$ cat src/rtl/hold_irq_pkg.sv
package hold_irq_pkg;

   typedef enum logic [1:0] {
      PH_RUN     = 2'd0,
      PH_GRANT   = 2'd1,
      PH_HELD    = 2'd2,
      PH_WAITREL = 2'd3
   } hold_ph_e;

   localparam int unsigned PH_COUNT = 4;

endpackage

$ cat src/rtl/hold_phase_next.sv
module hold_phase_next
   import hold_irq_pkg::*;
(
   input  hold_ph_e ph,
   input  logic     hold_n,
   input  logic     irq_pend,
   input  logic     ext_fetch,
   output hold_ph_e ph_nxt
);

   logic ext_irq;
   assign ext_irq = irq_pend & ext_fetch;

   always_comb begin
      ph_nxt = ph;
      unique case (ph)
         PH_RUN:     if (!hold_n) ph_nxt = PH_GRANT;
         PH_GRANT:   ph_nxt = hold_n ? PH_RUN : (ext_irq ? PH_WAITREL : PH_HELD);
         PH_HELD:    if (hold_n) ph_nxt = PH_RUN;
                     else if (ext_irq) ph_nxt = PH_WAITREL;
         PH_WAITREL: if (hold_n) ph_nxt = PH_RUN;
         default:    ph_nxt = PH_RUN;
      endcase
   end

endmodule

$ cat src/rtl/hold_flag_next.sv
module hold_flag_next
   import hold_irq_pkg::*;
(
   input  hold_ph_e ph,
   input  logic     hold_n,
   input  logic     irq_pend,
   input  logic     ext_fetch,
   input  logic     breq_q,
   input  logic     int_q,
   output logic     breq_nxt,
   output logic     int_nxt
);

   always_comb begin
      breq_nxt = breq_q;
      int_nxt  = int_q & irq_pend;
      unique case (ph)
         PH_GRANT: begin
            if (!hold_n && irq_pend && ext_fetch) int_nxt = 1'b1;
         end
         PH_HELD: begin
            if (!hold_n && irq_pend) begin
               if (ext_fetch) breq_nxt = 1'b1;
               else           int_nxt  = 1'b1;
            end
         end
         PH_WAITREL: begin
            if (hold_n) begin
               breq_nxt = 1'b0;
               int_nxt  = breq_q & irq_pend;
            end
         end
         default: ;
      endcase
   end

endmodule

$ cat src/rtl/hold_phase_reg.sv
module hold_phase_reg
   import hold_irq_pkg::*;
#(
   parameter int unsigned ONEHOT_STATE = 0
)(
   input  logic     clk,
   input  logic     rst_n,
   input  hold_ph_e ph_nxt,
   output hold_ph_e ph
);

   localparam int unsigned OH_W = PH_COUNT;

   generate
      if (ONEHOT_STATE > 1) begin : g_bad_param
         $error("ONEHOT_STATE must be 0 or 1");
      end

      if (ONEHOT_STATE == 1) begin : g_onehot
         logic [OH_W-1:0] oh_q;
         always_ff @(posedge clk or negedge rst_n) begin
            if (!rst_n) oh_q <= OH_W'(1);
            else        oh_q <= OH_W'(1) << ph_nxt;
         end
         always_comb begin
            ph = PH_RUN;
            for (int i = 0; i < int'(OH_W); i++) begin
               if (oh_q[i]) ph = hold_ph_e'(i);
            end
         end
      end else begin : g_binary
         hold_ph_e ph_q;
         always_ff @(posedge clk or negedge rst_n) begin
            if (!rst_n) ph_q <= PH_RUN;
            else        ph_q <= ph_nxt;
         end
         assign ph = ph_q;
      end
   endgenerate

endmodule

$ cat src/rtl/hold_irq_arbiter.sv
module hold_irq_arbiter
   import hold_irq_pkg::*;
#(
   parameter int unsigned ONEHOT_STATE = 0
)(
   input  logic clk,
   input  logic rst_n,
   input  logic hold_n,
   input  logic irq_pend,
   input  logic ext_fetch,
   output logic hlda_n,
   output logic breq_n,
   output logic intout_n
);

   hold_ph_e ph, ph_nxt;
   logic     breq_q, int_q, breq_nxt, int_nxt;

   hold_phase_next u_next (
      .ph(ph), .hold_n(hold_n), .irq_pend(irq_pend), .ext_fetch(ext_fetch),
      .ph_nxt(ph_nxt)
   );

   hold_flag_next u_flags (
      .ph(ph), .hold_n(hold_n), .irq_pend(irq_pend), .ext_fetch(ext_fetch),
      .breq_q(breq_q), .int_q(int_q), .breq_nxt(breq_nxt), .int_nxt(int_nxt)
   );

   hold_phase_reg #(.ONEHOT_STATE(ONEHOT_STATE)) u_ph (
      .clk(clk), .rst_n(rst_n), .ph_nxt(ph_nxt), .ph(ph)
   );

   always_ff @(posedge clk or negedge rst_n) begin
      if (!rst_n) begin
         breq_q <= 1'b0;
         int_q  <= 1'b0;
      end else begin
         breq_q <= breq_nxt;
         int_q  <= int_nxt;
      end
   end

   assign hlda_n   = !((ph == PH_HELD) || (ph == PH_WAITREL));
   assign breq_n   = !breq_q;
   assign intout_n = !int_q;

   AST_RESET_QUIET: assert property (@(posedge clk) !rst_n |=> (hlda_n && breq_n && intout_n));
   AST_GRANT_AFTER_LOW: assert property (@(posedge clk) disable iff (!rst_n)
      $fell(hlda_n) |-> $past(!hold_n));
   AST_HLDA_RELEASE: assert property (@(posedge clk) disable iff (!rst_n)
      (!hlda_n && hold_n) |=> hlda_n);
   AST_GRANT_ABORT: assert property (@(posedge clk) disable iff (!rst_n)
      (ph == PH_GRANT && hold_n) |=> (ph == PH_RUN && hlda_n));
   AST_INT_INTERNAL: assert property (@(posedge clk) disable iff (!rst_n)
      (ph == PH_HELD && !hold_n && irq_pend && !ext_fetch) |=> !intout_n);
   AST_BREQ_REQUEST: assert property (@(posedge clk) disable iff (!rst_n)
      (ph == PH_HELD && !hold_n && irq_pend && ext_fetch) |=> !breq_n);
   AST_BREQ_HANDBACK: assert property (@(posedge clk) disable iff (!rst_n)
      (!breq_n && hold_n && irq_pend) |=> (breq_n && hlda_n && !intout_n));
   AST_BREQ_IN_HOLD: assert property (@(posedge clk) disable iff (!rst_n)
      !breq_n |-> !hlda_n);
   AST_JOINT_GRANT: assert property (@(posedge clk) disable iff (!rst_n)
      (ph == PH_GRANT && !hold_n && irq_pend && ext_fetch) |=> (!hlda_n && !intout_n));
   AST_INT_CLEAR: assert property (@(posedge clk) disable iff (!rst_n)
      !irq_pend |=> intout_n);
   AST_RUN_QUIET: assert property (@(posedge clk) disable iff (!rst_n)
      (ph == PH_RUN && hold_n && intout_n) |=> (intout_n && breq_n && hlda_n));
   AST_ONE_STEP: assert property (@(posedge clk) disable iff (!rst_n)
      (ph == PH_RUN) |=> (ph == PH_RUN || ph == PH_GRANT));

endmodule

$ cat config.mk
export PLATFORM = sky130hd
export DESIGN_NAME = hold_irq_arbiter
export DESIGN_NICKNAME = d
export VERILOG_FILES = /design/src/rtl/hold_irq_pkg.sv /design/src/rtl/hold_phase_next.sv /design/src/rtl/hold_flag_next.sv /design/src/rtl/hold_phase_reg.sv /design/src/rtl/hold_irq_arbiter.sv
export SDC_FILE = /design/constraint.sdc
export NUM_CORES = 1
export LEC_CHECK = 0
export CORE_AREA = 2 2 39 41
export CTS_CLUSTER_DIAMETER = 200
export DETAILED_ROUTE_END_ITERATION = 8
export DIE_AREA = 0 0 41 43
export GPL_TIMING_DRIVEN = 0
export PLACE_DENSITY = 0.41
export SYNTH_ARGS = -nofsm -noshare
export SYNTH_HDL_FRONTEND = slang
export SYNTH_SLANG_ARGS = --single-unit
$ cat constraint.sdc
create_clock -name clk -period 1.1 [get_ports clk]
set_input_delay 0.22 -clock clk [delete_from_list [all_inputs] [get_ports clk]]
set_output_delay 0.22 -clock clk [all_outputs]
set_load 0.05 [all_outputs]
==> results.toml <==
[run_status]
status = "finished with violations"
violations = "negative setup slack"

[yosys]
yosys.area.top_type = "dfrtp_1"
yosysUniqueCellTypes = 12
synthCells = 24
synth_top_area_share = 0.465
synth_seq_area_share = 0.465
syn_avg_cell_area_sq_um = 8.97
ys_ff_latch = 4
yosys_warnings = 0
syn_nets = 29
ys.flop_type = "dfrtp_1"
synth_area_leaders = "dfrtp_1, a21oi_1, inv_1, o211ai_1, a41o_2"
syn-cell-area_sq_um = 215
synthArstFlopShare = 1.00
synth_common_cells = "dfrtp_1, inv_1, a21oi_1, nand2_1"
synth_edf_count = 0

[critical_path]
cp.required_ns = 0.88
critPathCaptureType = "output pin"
startpoint = "u_ph.ph[1]$_DFFE_PN0P_"
critPathKind = "register to output pin"
worstPathArrival_ns = 0.90
start_kind = "register"
crit_fanout = 3
r2r-start = "u_ph.ph[1]$_DFFE_PN0P_"

[drt]
drt-met1-wl_um = 215
first_iter_violations = 0
drtAntennaViolNets = 0
drc_errors = 0
routed-via-count = 220
viasPerCell = 4.15
wl_um = 552
top_layer_used = "met3"
drtPass1Iterations = 1
routed-wl-met2_um = 283
wl_met3_um = 54
routedWlPerCell_um = 10.4

[global_route]
grt_max_degree = 9
gr-total-overflow = 0
grt_pass1_vias = 229
track_usage = 0.0807
antenna_found_initial = 0
grt_first_pass_wirelength_um = 917

[finish]
n_fill_cell = 164
drive_above_1_share = 0.378
antennaDiodeCount = 0
layout_common_cells = "nand2_1, dfrtp_1, clkbuf_4"
multi_input_area_sq_um = 104
area_delta_synth_final_pct = 69.2
seqCellArea_sq_um = 101
fin_nets = 43
fin_cells = 53

[clocking]
cts-root-buf = "clkbuf_4"
cts_tree = "yes"
clock_sinks = 4
h-tree-depth = 1
postCtsHoldBufs = 0
insertion_delay_ns = 0.24
cts.clk_slew.worst_paths_ns = 0.04
cts_buffers = 3
cts_buffer_depth = 2

[min_path]
hold_class = "primary input to async pin"

[floorplan]
dieWidth_um = 41
start_util = 0.156
rows = 14
die_height_um = 43
core_area_sq_um = 1380
dieArea_sq_um = 1760
io_pins = 8

[timing]
setup_viol = 1
timing.setup.tns_ns = -0.0169
slew_viol_final = 0
min_period_ns = 1.12
worst_pin_slew_ns = 0.232
final-hold-violation-count = 0
fin_skew_ns = 0.00683
rsz0062_at_grt = "yes"
worst_slack_ns = -0.0169
min_period_over_period = 1.02
relSlewSlack = 0.846
fmax_ghz = 0.895

[job]
cap_viol_max_count = 0

[placed_design]
dpl_worst_slack_ns = -0.454
portBuffers = 7
gp_congestion = 0.608
dp.cells = 47

[power_and_ir_drop]
p_per_area_nw_per_um2 = 1560
irDropWorstVdd_mv = 0.429
p_leak_nw = 0.160
worst paths after layout:
path / cells after the start / endpoint / slack (ns)
hold / removal: 1 / u_ph.ph[0]$_DFFE_PN0P_ / 0.18
setup reg to reg: 3 / int_q$_DFF_PN0_ / 0.04
hold reg to reg: 1 / breq_q$_DFFE_PN0P_ / 0.56
setup / recovery: 2 / hlda_n / -0.02
min in group clk: 3 / u_ph.ph[0]$_DFFE_PN0P_ / 0.43
max in group asynchronous: 1 / u_ph.ph[1]$_DFFE_PN0P_ / 0.74
report_power, final:
part | internal (mW) | leakage [nW] | total [mW] | switching, mW
clock | 0.136 | 0.0150 | 0.199 | 0.0628
combinational | 0.0813 | 0.0988 | 0.182 | 0.101
sequential | 0.167 | 0.0466 | 0.188 | 0.0216
total | 0.384 | 0.160 | 0.570 | 0.186
metrics by stage:
step	power, mW	util	hold slack (ns)	area (sq um)
after floorplan	0.287	-	-0.0756	224
after global placement	0.344	0.227	0.434	314
final	0.570	0.263	0.182	364
after global routing	0.604	0.263	0.195	364
after detailed placement	0.349	0.227	0.441	314
after CTS	0.582	0.260	0.181	360
per-layer routing:
metal	vias to the layer above	track usage
li1	109	-
met4	0	0.0800
met3	0	0.0262
met1	104	0.0882
met5	-	0
met2	7	0.113
state kept, by name, indices dropped and copies added (netlist names):
register  flops
u_ph.ph       2
int_q         1
breq_q        1
cell families (layout without fill, tap and decap cells):
logic type / Yosys count / count (layout) / share of synthesized area
compound gates: 7 / 7 / 0.227
simple gates: 8 / 8 / 0.198
xor+xnor: 1 / 1 / 0.0407
flops: 4 / 4 / 0.465
buf+inv: 4 / 17 / 0.0697
worst max-delay path, stage by stage, from the launching register on:
cell,delay [ns]
dfrtp_2,0.40
clkinvlp_4,0.11
buf_8,0.15
area by class of cell:
type | instances | share of cell area
timing repair buffer | 9 | 0.247
clock buffer | 4 | 0.0722
sequential | 4 | 0.278
inverter | 4 | 0.0619
tap | 16 | 0.0550
multi-input combinational | 16 | 0.285
timing repair:
action,CTS,global route
pin swaps,0,1
buffers inserted,2,0
setup endpoints to repair,4,3
resized for setup,25,1
endpoints found under the hold margin,0,0
Power figures use the tool's default switching activity.
